## config.mk

```make
export PLATFORM = sky130hd
export DESIGN_NAME = calwin_redirect
export DESIGN_NICKNAME = d
export VERILOG_FILES = /design/src/rtl/calwin_redirect.sv
export SDC_FILE = /design/constraint.sdc
export NUM_CORES = 1
export LEC_CHECK = 0
export CAP_MARGIN = 20
export CORE_AREA = 2 2 146 148
export DETAILED_ROUTE_END_ITERATION = 7
export DIE_AREA = 0 0 148 150
export GPL_ROUTABILITY_DRIVEN = 0
export PLACE_DENSITY = 0.57
export RECOVER_POWER = 50
export SLEW_MARGIN = 15
export SYNTH_ARGS = -nofsm -noshare
export SYNTH_HDL_FRONTEND = slang
export SYNTH_SLANG_ARGS = --single-unit
export TNS_END_PERCENT = 50
```

## constraint.sdc

```tcl
create_clock -name clk -period 9 [get_ports clk]
set_input_delay 2.7 -clock clk [delete_from_list [all_inputs] [get_ports clk]]
set_output_delay 2.7 -clock clk [all_outputs]
set_load 0.02 [all_outputs]
```

## src/rtl/calwin_redirect.sv

```systemverilog
module calwin_redirect #(
  parameter int ADDR_W = 32,
  parameter int DATA_W = 64,
  parameter int WIN_AW = 15,
  parameter int TGT_AW = 13,
  parameter logic [ADDR_W-1:0] WIN_BASE = 32'h9F00_0000
) (
  input  logic                clk,
  input  logic                rst_n,
  input  logic                cfg_we,
  input  logic                cfg_en_in,
  input  logic [ADDR_W-1:0]   cfg_base_in,
  input  logic                req_valid,
  input  logic                req_write,
  input  logic [ADDR_W-1:0]   req_addr,
  input  logic [DATA_W-1:0]   req_wdata,
  input  logic [DATA_W/8-1:0] req_be,
  output logic                dn_valid,
  output logic                dn_write,
  output logic [ADDR_W-1:0]   dn_addr,
  output logic [DATA_W-1:0]   dn_wdata,
  output logic [DATA_W/8-1:0] dn_be,
  input  logic                dn_rvalid,
  input  logic [DATA_W-1:0]   dn_rdata,
  input  logic                dn_err,
  output logic                rsp_valid,
  output logic [DATA_W-1:0]   rsp_rdata,
  output logic                rsp_err
);
  localparam logic [ADDR_W-1:0] WIN_MASK = ADDR_W'((64'd1 << WIN_AW) - 1);
  localparam logic [ADDR_W-1:0] TGT_MASK = ADDR_W'((64'd1 << TGT_AW) - 1);

  logic              en_q;
  logic [ADDR_W-1:0] base_q;
  logic              loc_v_q, loc_err_q;
  logic              hit, redir;
  logic [ADDR_W-1:0] xlat_addr;

  always_ff @(posedge clk or negedge rst_n)
    if (!rst_n) begin
      en_q   <= 1'b0;
      base_q <= '0;
    end else if (cfg_we) begin
      en_q   <= cfg_en_in;
      base_q <= cfg_base_in;
    end

  assign hit       = (req_addr & ~WIN_MASK) == (WIN_BASE & ~WIN_MASK);
  assign redir     = hit & en_q;
  assign xlat_addr = (base_q & ~WIN_MASK) | (req_addr & WIN_MASK & TGT_MASK);

  assign dn_valid  = req_valid & (~hit | en_q);
  assign dn_write  = req_write;
  assign dn_addr   = redir ? xlat_addr : req_addr;
  assign dn_wdata  = req_wdata;
  assign dn_be     = req_be;

  always_ff @(posedge clk or negedge rst_n)
    if (!rst_n) begin
      loc_v_q   <= 1'b0;
      loc_err_q <= 1'b0;
    end else begin
      loc_v_q   <= req_valid & hit & ~en_q;
      loc_err_q <= ~req_write;
    end

  assign rsp_valid = loc_v_q | dn_rvalid;
  assign rsp_err   = loc_v_q ? loc_err_q : dn_err;
  assign rsp_rdata = loc_v_q ? '0 : dn_rdata;

  assert_pass_R2: assert property (@(posedge clk) disable iff (!rst_n)
    (req_valid && !hit) |-> (dn_valid && dn_addr == req_addr));
  assert_redirect_base_R4: assert property (@(posedge clk) disable iff (!rst_n)
    (req_valid && hit && en_q) |->
      (dn_valid && dn_addr[ADDR_W-1:WIN_AW] == base_q[ADDR_W-1:WIN_AW]));
  assert_no_forward_R6: assert property (@(posedge clk) disable iff (!rst_n)
    (req_valid && hit && !en_q) |-> !dn_valid);
  assert_write_ack_R6: assert property (@(posedge clk) disable iff (!rst_n)
    (req_valid && hit && !en_q && req_write) |=> (rsp_valid && !rsp_err));
  assert_read_err_R7: assert property (@(posedge clk) disable iff (!rst_n)
    (req_valid && hit && !en_q && !req_write) |=> (rsp_valid && rsp_err && rsp_rdata == '0));
  assert_no_collide_R9: assert property (@(posedge clk) disable iff (!rst_n)
    loc_v_q |-> !dn_rvalid);
endmodule

```

# ---- Word level (Yosys, flattened, before mapping)
# Index checks and enable logic that the tools add are counted.
dict set report totals {
  reg_bits 35
  latch_bits 0
  mem_bits_rw 0
  rom_bits 0
  input_bits 208
  output_inout_bits 172
  word_cells 18
  n_memories 0
}
dict set report classes {
  addsub 0
  multipliers 0
  n_div 0
  magnitude_cmp 0
  n_eq_ne 1
  shift 0
  n_mux 3
  n_bitwise 10
  reduce_logical 0
}
# cell count
set op_table {}
lappend op_table {{$mux 64} 1}
lappend op_table {{$mux 32} 1}
lappend op_table {{$or 32x13->32} 1}
lappend op_table {{$eq 17x17->1 const B} 1}
lappend op_table {{$and 1x1->1} 4}
lappend op_table {{$not 1->1} 3}
lappend op_table {{$or 1x1->1} 2}
lappend op_table {{$mux 1} 1}

# ---- Longest topological paths before layout
# Gate-level depths: netlist (run 1).
dict set report depth {
  ltp_word 4
  mapped_depth 6
}

# ---- Least setup slack after synthesis (run 1)
# OpenSTA, ideal clock, no wires.
dict set report synth_timing {
  kind {in2out}
  from {in req_addr[16]}
  to {out dn_addr[24]}
  t_arrival_ns 4.203
  path_slack_ns 2.097
  cell_stages 5
  path_cell_list {or4_1 > nor4_2 > and4_1 > buf_6 > mux2_1}
}
dict set report synth_between {
  elab_chain_cells 3
}
# item line_no
set synth_lines {}
lappend synth_lines {{start: declaration} 15} ;# input logic [ADDR_W-1:0] req_addr,
lappend synth_lines {{$eq 17x17->1} 48} ;# assign hit = (req_addr & ~WIN_MASK) == (WIN_BASE & ~WIN_MASK);
lappend synth_lines {{$and 1x1->1} 49} ;# assign redir = hit & en_q;
lappend synth_lines {{$mux 32} 54} ;# assign dn_addr = redir ? xlat_addr : req_addr;
lappend synth_lines {{end: declaration} 20} ;# output logic [ADDR_W-1:0] dn_addr,
# Every way passes these cells.

# ---- Worst setup path after layout (run 1)
dict set report layout_timing {
  from {in req_addr[15]}
  to {out dn_addr[24]}
}
# Same word-level chain as after synthesis.

==> impl_metrics.py, run 1 <==
metrics = {
    "cells_and_area": {
        "drive_above_1_share_pct": 8.04,
        "syn_to_final_growth_pct": 82.3,
        "nNetsFinal": 545,
        "final_common_cell": "clkdlybuf4s50_1",
        "final_cell_mix": "191 x clkdlybuf4s50_1, 66 x nor2b_1, 19 x mux2_2, 19 x dfrtp_1, 11 x a21o_1",
        "diodes": 0,
    },
    "sta": {
        "min_period_ns": 8.34,
        "setup_viol": 0,
        "rsz0062_at_grt": "no",
        "max-slew-margin-rel_pct": 35.7,
        "period_share_pct": 92.7,
        "tns_ns": 0,
        "fmax_ghz": 0.120,
        "worst_slew_pin_slew_ns": 0.961,
        "report.final.hold_viol_count": 0,
        "finClkSkew_ns": 0.000121,
        "final-max-slew-violation-count": 0,
    },
    "floorplanning": {
        "start_util_pct": 9.98,
        "pin_count": 380,
        "die_area_sq_mm": 0.0222,
        "fp.dieW_microns": 148,
        "die_y_microns": 150,
        "core_sq_mm": 0.0207,
        "rows": 53,
    },
    "worst_setup_path": {
        "cp_max_fo": 19,
        "cp.arrival_ns": 5.64,
        "path_buf_inv": 3,
        "cp_top_family": "simple AND/OR/NAND/NOR gates",
        "worstSetupEndpointType": "output port",
        "worst-r2r-cell-count": 3,
        "critPathRequiredTime_ns": 6.30,
        "worstPathCellList": "clkdlybuf4s50_1, or4_1, nor4_1, and4_1, buf_4, mux2_1, clkdlybuf4s50_1",
        "critPathSlowestCell": "clkdlybuf4s50_1",
        "startpoint_type": "input pin",
        "cp-startpoint": "req_addr[15]",
        "cp_slowest_stage_delay_ns": 0.54,
        "path_common_cell": "clkdlybuf4s50_1",
        "reg2reg_from": "en_q$_DFFE_PN0P_",
        "path_class": "in -> out",
        "crit_cells": 7,
    },
    "yosys": {
        "ys_warn_count": 0,
        "synth_cell_type_count": 20,
        "synth.area.mux_share_pct": 13.6,
        "yosysTopAreaCell": "buf_4",
        "synth.cell_area_sq_mm": 0.00207,
        "ys_ff_latch": 20,
        "synth_simple_gate_area_share_pct": 23.5,
        "syn_inst": 233,
        "synth_compound_area_share_pct": 4.30,
        "synth_top_cell_area_share_pct": 31.3,
        "syn_area_per_cell_sq_um": 8.87,
        "ys_seq_area_share_pct": 24.2,
        "synth.net_count": 441,
        "synth_xor_area_share_pct": 0,
        "synth_area_leaders": "buf_4 31%, dfrtp_1 24%, nor2b_1 20%",
        "yosys.area_share.adder_pct": 0,
        "synth_top_family_by_area": "buffers and inverters",
    },
    "pwr": {
        "p_leak_nw": 1.45,
        "power-per-cell-area_mw_per_mm2": 98.3,
        "finalPower_uw": 370,
        "ir_worst_vdd_v": 0.0000629,
    },
    "hold_path": {
        "hp-class": "reg -> reg",
        "hp-start": "base_q[24]$_DFFE_PN0P_",
        "hold_depth": 1,
    },
    "route": {
        "drc": 0,
        "finalWirelength_microns": 8380,
        "first_pass_iters": 4,
        "drtAntennaViolNets": 0,
        "viasPerCell": 3.00,
        "wire_per_inst_microns": 13.7,
        "drt_iter0_drc": 39,
        "vias": 1833,
    },
    "clock_network": {
        "cts_htree_levels": 1,
        "clk_latency_ns": 0.25,
        "post_cts_buffers": 0,
        "cts_tree": "yes",
        "cts_hold_buf": 0,
        "cts-root-buf": "clkbuf_16",
        "numCtsBuffers": 3,
        "cts_buffer_depth": 2,
        "cts.sinks": 20,
        "cts_resized": 0,
        "clk_pin_slew_ns": 0.06,
    },
    "global_route": {
        "grt_pass1_wl_microns": 11400,
        "grt_max_degree": 41,
        "grtUsageTotal_pct": 6.83,
        "grt_pass1_vias": 1807,
        "overflow": 0,
        "antenna_found_initial": 0,
    },
    "status": {
        "outcome": "finished clean",
    },
    "placement": {
        "hpwl_microns": 6940,
        "port_buffers": 194,
    },
    "flow_run": {
        "drv_cap": 0,
    },
}
==> synth_stat cells, drive strengths merged <==
cell type  number
buf            89
nor2b          66
mux2           25
dfrtp          20
a21o           11
clkbuf          8
nor2            3
inv             2
a31oi           1
and4            1
and4b           1
nand3           1
nand4           1
nor3            1
nor4            1
or2             1
or4             1
==> where the power goes <==
| group | switching (mW) | total (mW) | internal (mW) |
|---|---|---|---|
| combinational | 0.0529 | 0.143 | 0.0898 |
| clock | 0.0364 | 0.125 | 0.0883 |
| sequential | 0.00432 | 0.103 | 0.0983 |
| total | 0.0936 | 0.370 | 0.276 |
==> final timing paths <==
kind	endpoint	slack, ns
max	dn_addr[24]	0.66
min	base_q[24]$_DFFE_PN0P_	0.51
max reg2reg	loc_v_q$_DFF_PN0_	8.06
min reg2reg	base_q[24]$_DFFE_PN0P_	0.51
max in group asynchronous	loc_v_q$_DFF_PN0_	5.31
min in group asynchronous	base_q[15]$_DFFE_PN0P_	3.04
==> kinds of logic after synthesis <==
logic type,count (synthesis)
AND/OR/NAND/NOR,77
multiplexers,25
AO/OA/AOI/OAI,12
buffers and inverters,99
flip-flops,20
==> flip-flops by register name, summed over array words and instances (netlist names) <==
| signal | cells |
|---|---|
| base_q | 17 |
| en_q | 1 |
| loc_err_q | 1 |
| loc_v_q | 1 |
==> layout make-up <==
type	count	area, sq um
Sequential cell	20	502
Tap cell	275	344
Multi-Input combinational cell	114	850
Clock buffer	3	75.1
Inverter	2	7.51
Timing Repair Buffer	196	1960
Clock inverter	1	30.0
Fill cell	2318	16900
==> per-stage QoR <==
stage / util, % / setup WS [ns] / std cells / hold WS [ns] / cell area (sq um)
2_1_floorplan: - / 2.10 / 233 / 0.477 / 2070
3_3_place_gp: 17.7 / 0.814 / 607 / 0.492 / 3670
3_5_place_dp: 17.7 / 0.784 / 607 / 0.498 / 3670
4_1_cts: 18.2 / 0.781 / 611 / 0.513 / 3770
5_1_grt: 18.2 / 0.429 / 611 / 0.529 / 3760
6_report: 18.2 / 0.659 / 611 / 0.508 / 3760
==> worst register-to-register path, stage by stage (launching register included) <==
cell	delay, ns
dfrtp_1	0.38
nor3_1	0.24
nand3_1	0.11
nor2_1	0.13
==> metal layers <==
layer  GRT usage, %  wire length [microns]
met5           1.14                      0
met4           1.33                     51
met3           5.12                   1420
met2           9.19                   3620
met1           8.56                   3290
Note: power is estimated with default switching activity, not from simulation.
==> inputs of run 2 (changes only) <==
Settings changed: ABC_CLOCK_PERIOD_IN_PS set to 9000, HOLD_SLACK_MARGIN set to 0.02.
==> results of run 2 <==
Same layout as run 1: the final DEF is identical, and so are final timing and power.
==> inputs of run 3 (changes only) <==
Settings changed: ABC_AREA set to 1, CORE_AREA 2 2 146 148 to 2 2 147 149, DIE_AREA 0 0 148 150 to 0 0 149 151, PLACE_DENSITY 0.57 to 0.58.
==> run 3 against run 2 <==
Compared with the run above: final area grew 7.2%; sequential cell count did not move; worst setup slack improved by 0.85 ns; first-iteration DRC count decreased by 7.7%; worst hold slack gained 0.0043 ns; global-route usage increased by 0.69 points; synthesized cell count grew 60%; highest routed layer is now met5; sequential power barely moved.
==> impl_metrics.py, run 3 <==
metrics = {
    "clock_network": {
        "clk_latency_ns": 0.26,
        "cts_htree_levels": 1,
        "clk_pin_slew_ns": 0.06,
        "cts_tree": "yes",
        "post_cts_buffers": 0,
        "cts-root-buf": "clkbuf_16",
        "cts.sinks": 20,
        "cts_resized": 0,
        "numCtsBuffers": 3,
        "cts_buffer_depth": 2,
        "cts_hold_buf": 0,
    },
    "hold_path": {
        "hp-start": "base_q[31]$_DFFE_PN0P_",
        "whs_endpoint": "base_q[31]$_DFFE_PN0P_",
        "hp-class": "reg -> reg",
        "hold_depth": 1,
    },
    "worst_setup_path": {
        "r2r_end": "loc_v_q$_DFF_PN0_",
        "cp_max_fo": 14,
        "worstSetupEndpointType": "output port",
        "startpoint_type": "input pin",
        "critPathRequiredTime_ns": 6.30,
        "path_class": "in -> out",
        "worst-r2r-cell-count": 3,
        "reg2reg_from": "en_q$_DFFE_PN0P_",
        "cp.arrival_ns": 4.80,
        "reg2reg_slack_ns": 7.64,
    },
    "cells_and_area": {
        "n_fill_cell": 2350,
        "regMostFlops": "base_q",
        "nNetsFinal": 682,
        "drive_above_1_share_pct": 8.25,
        "diodes": 0,
        "regArea_sq_um": 502,
        "largest_reg_flops": 17,
        "final_cell_mix": "191 x clkdlybuf4s50_1, 91 x inv_1, 75 x nor2_1, 40 x nand2_1, 19 x dfrtp_1",
        "final_common_cell": "clkdlybuf4s50_1",
        "multiInputGateArea_sq_um": 811,
        "syn_to_final_growth_pct": 68.7,
        "final_cells": 748,
    },
    "placement": {
        "dp_cells": 744,
        "port_buffers": 194,
        "hpwl_microns": 7690,
    },
    "sta": {
        "setup_viol": 0,
        "fmax_ghz": 0.133,
        "period_share_pct": 83.3,
        "final-max-slew-violation-count": 0,
        "min_period_ns": 7.50,
        "report.final.hold_viol_count": 0,
        "rsz0062_at_grt": "no",
        "finClkSkew_ns": 0.000672,
        "max-slew-margin-rel_pct": 14.8,
        "worst_slew_pin_slew_ns": 1.28,
        "tns_ns": 0,
    },
    "floorplanning": {
        "fp.dieW_microns": 149,
        "die_y_microns": 151,
        "pin_count": 380,
        "rows": 53,
        "die_area_sq_mm": 0.0225,
        "start_util_pct": 11.5,
        "core_sq_mm": 0.0208,
    },
    "yosys": {
        "ys.flop_type": "dfrtp_1",
        "synth_cell_type_count": 19,
        "synth_edf_count": 0,
        "async_flop_share_pct": 100,
        "yosysMostFrequentCell": "inv_1",
        "syn_inst": 373,
        "ys_ff_latch": 20,
        "syn_area_per_cell_sq_um": 6.41,
        "yosysTopAreaCell": "buf_4",
        "synth.cell_area_sq_mm": 0.00239,
        "ys_warn_count": 0,
        "ys_seq_area_share_pct": 20.9,
        "synth_area_leaders": "buf_4 27%, dfrtp_1 21%, inv_1 14%",
        "synth_top_cell_area_share_pct": 27.0,
        "synth.net_count": 581,
        "synthTopCellsByCount": "91 x inv_1, 86 x buf_4, 75 x nor2_1",
    },
    "pwr": {
        "finalPower_uw": 351,
        "power-per-cell-area_mw_per_mm2": 87.1,
        "ir_worst_vdd_v": 0.0000536,
        "p_leak_nw": 1.89,
    },
    "status": {
        "outcome": "finished clean",
    },
    "route": {
        "drtAntennaViolNets": 0,
        "drc": 0,
        "wire_per_inst_microns": 12.5,
        "drt_iter0_drc": 36,
        "vias": 2392,
        "viasPerCell": 3.20,
        "finalWirelength_microns": 9360,
        "first_pass_iters": 4,
    },
    "global_route": {
        "grt_max_degree": 61,
        "grt_pass1_wl_microns": 12900,
        "overflow": 0,
        "grtUsageTotal_pct": 7.52,
        "antenna_found_initial": 1,
        "grt_pass1_vias": 2201,
    },
    "flow_run": {
        "drv_cap": 0,
    },
}
-- run 3: cell count changes after synthesis, moves of 11 or more --
cell     delta
nor2b_1    -66
nand3_2    +12
inv_1      +89
nand2_1    +40
nor2_1     +72
a21o_1     -11
-- run 3: power by group --
part / total (mW) / switching (mW) / internal [mW]
Combinational: 0.148 / 0.0614 / 0.0861
Clock: 0.0988 / 0.0382 / 0.0606
Sequential: 0.105 / 0.00709 / 0.0979
-- run 3: how the worst max path moves through the flow --
| stage | from | endpoint | slack [ns] | depth (start not counted) |
|---|---|---|---|---|
| finish | req_addr[18] | dn_addr[31] | 1.50 | 7 |
| floorplan | req_addr[20] | dn_addr[15] | 2.80 | 6 |
| global route | req_addr[17] | dn_addr[13] | 1.32 | 8 |
| global placement | req_addr[18] | dn_addr[23] | 1.39 | 7 |
| detailed placement | req_addr[18] | dn_addr[23] | 1.43 | 7 |
| CTS | req_addr[18] | dn_addr[23] | 1.42 | 7 |
-- run 3: layout make-up --
| cell class | instances | share of cell area, % |
|---|---|---|
| timing repair buffer | 195 | 48.2 |
| multi-input combinational | 159 | 20.1 |
| sequential | 20 | 12.4 |
| inverter | 95 | 8.84 |
| tap | 275 | 8.53 |
| clock buffer | 4 | 1.95 |
-- run 3: worst max-delay path, cell delays in order --
cell             delay (ns)
clkdlybuf4s50_1        0.42
nor2_1                 0.25
nand3_2                0.15
nor2_4                 0.43
nand3_1                0.12
nand2_1                0.09
clkdlybuf4s50_1        0.63
-- run 3: logic make-up after synthesis --
group           count (synthesis)  synth area share, %
mux                            13                 6.12
simple gates                  139                 26.3
compound gates                  7                 1.46
buf+inv                       194                 45.2
flops                          20                 20.9
-- run 3: metal layers --
layer / track usage, % / vias up / routed length (microns)
li1: - / 1171 / -
met2: 11.4 / 205 / 4070
met5: 0 / - / 13
met4: 2.10 / 2 / 172
met3: 5.54 / 23 / 1650
met1: 8.32 / 991 / 3450
-- run 3: per-stage QoR --
step / utilization [%] / hold slack (ns) / setup WS (ns) / instance area [sq um]
after floorplan: - / 0.481 / 2.80 / 2390
final: 19.4 / 0.512 / 1.50 / 4040
after global placement: 19.0 / 0.495 / 1.39 / 3960
after detailed placement: 19.0 / 0.498 / 1.43 / 3960
after CTS: 19.4 / 0.514 / 1.42 / 4040
after global routing: 19.4 / 0.529 / 1.32 / 4040
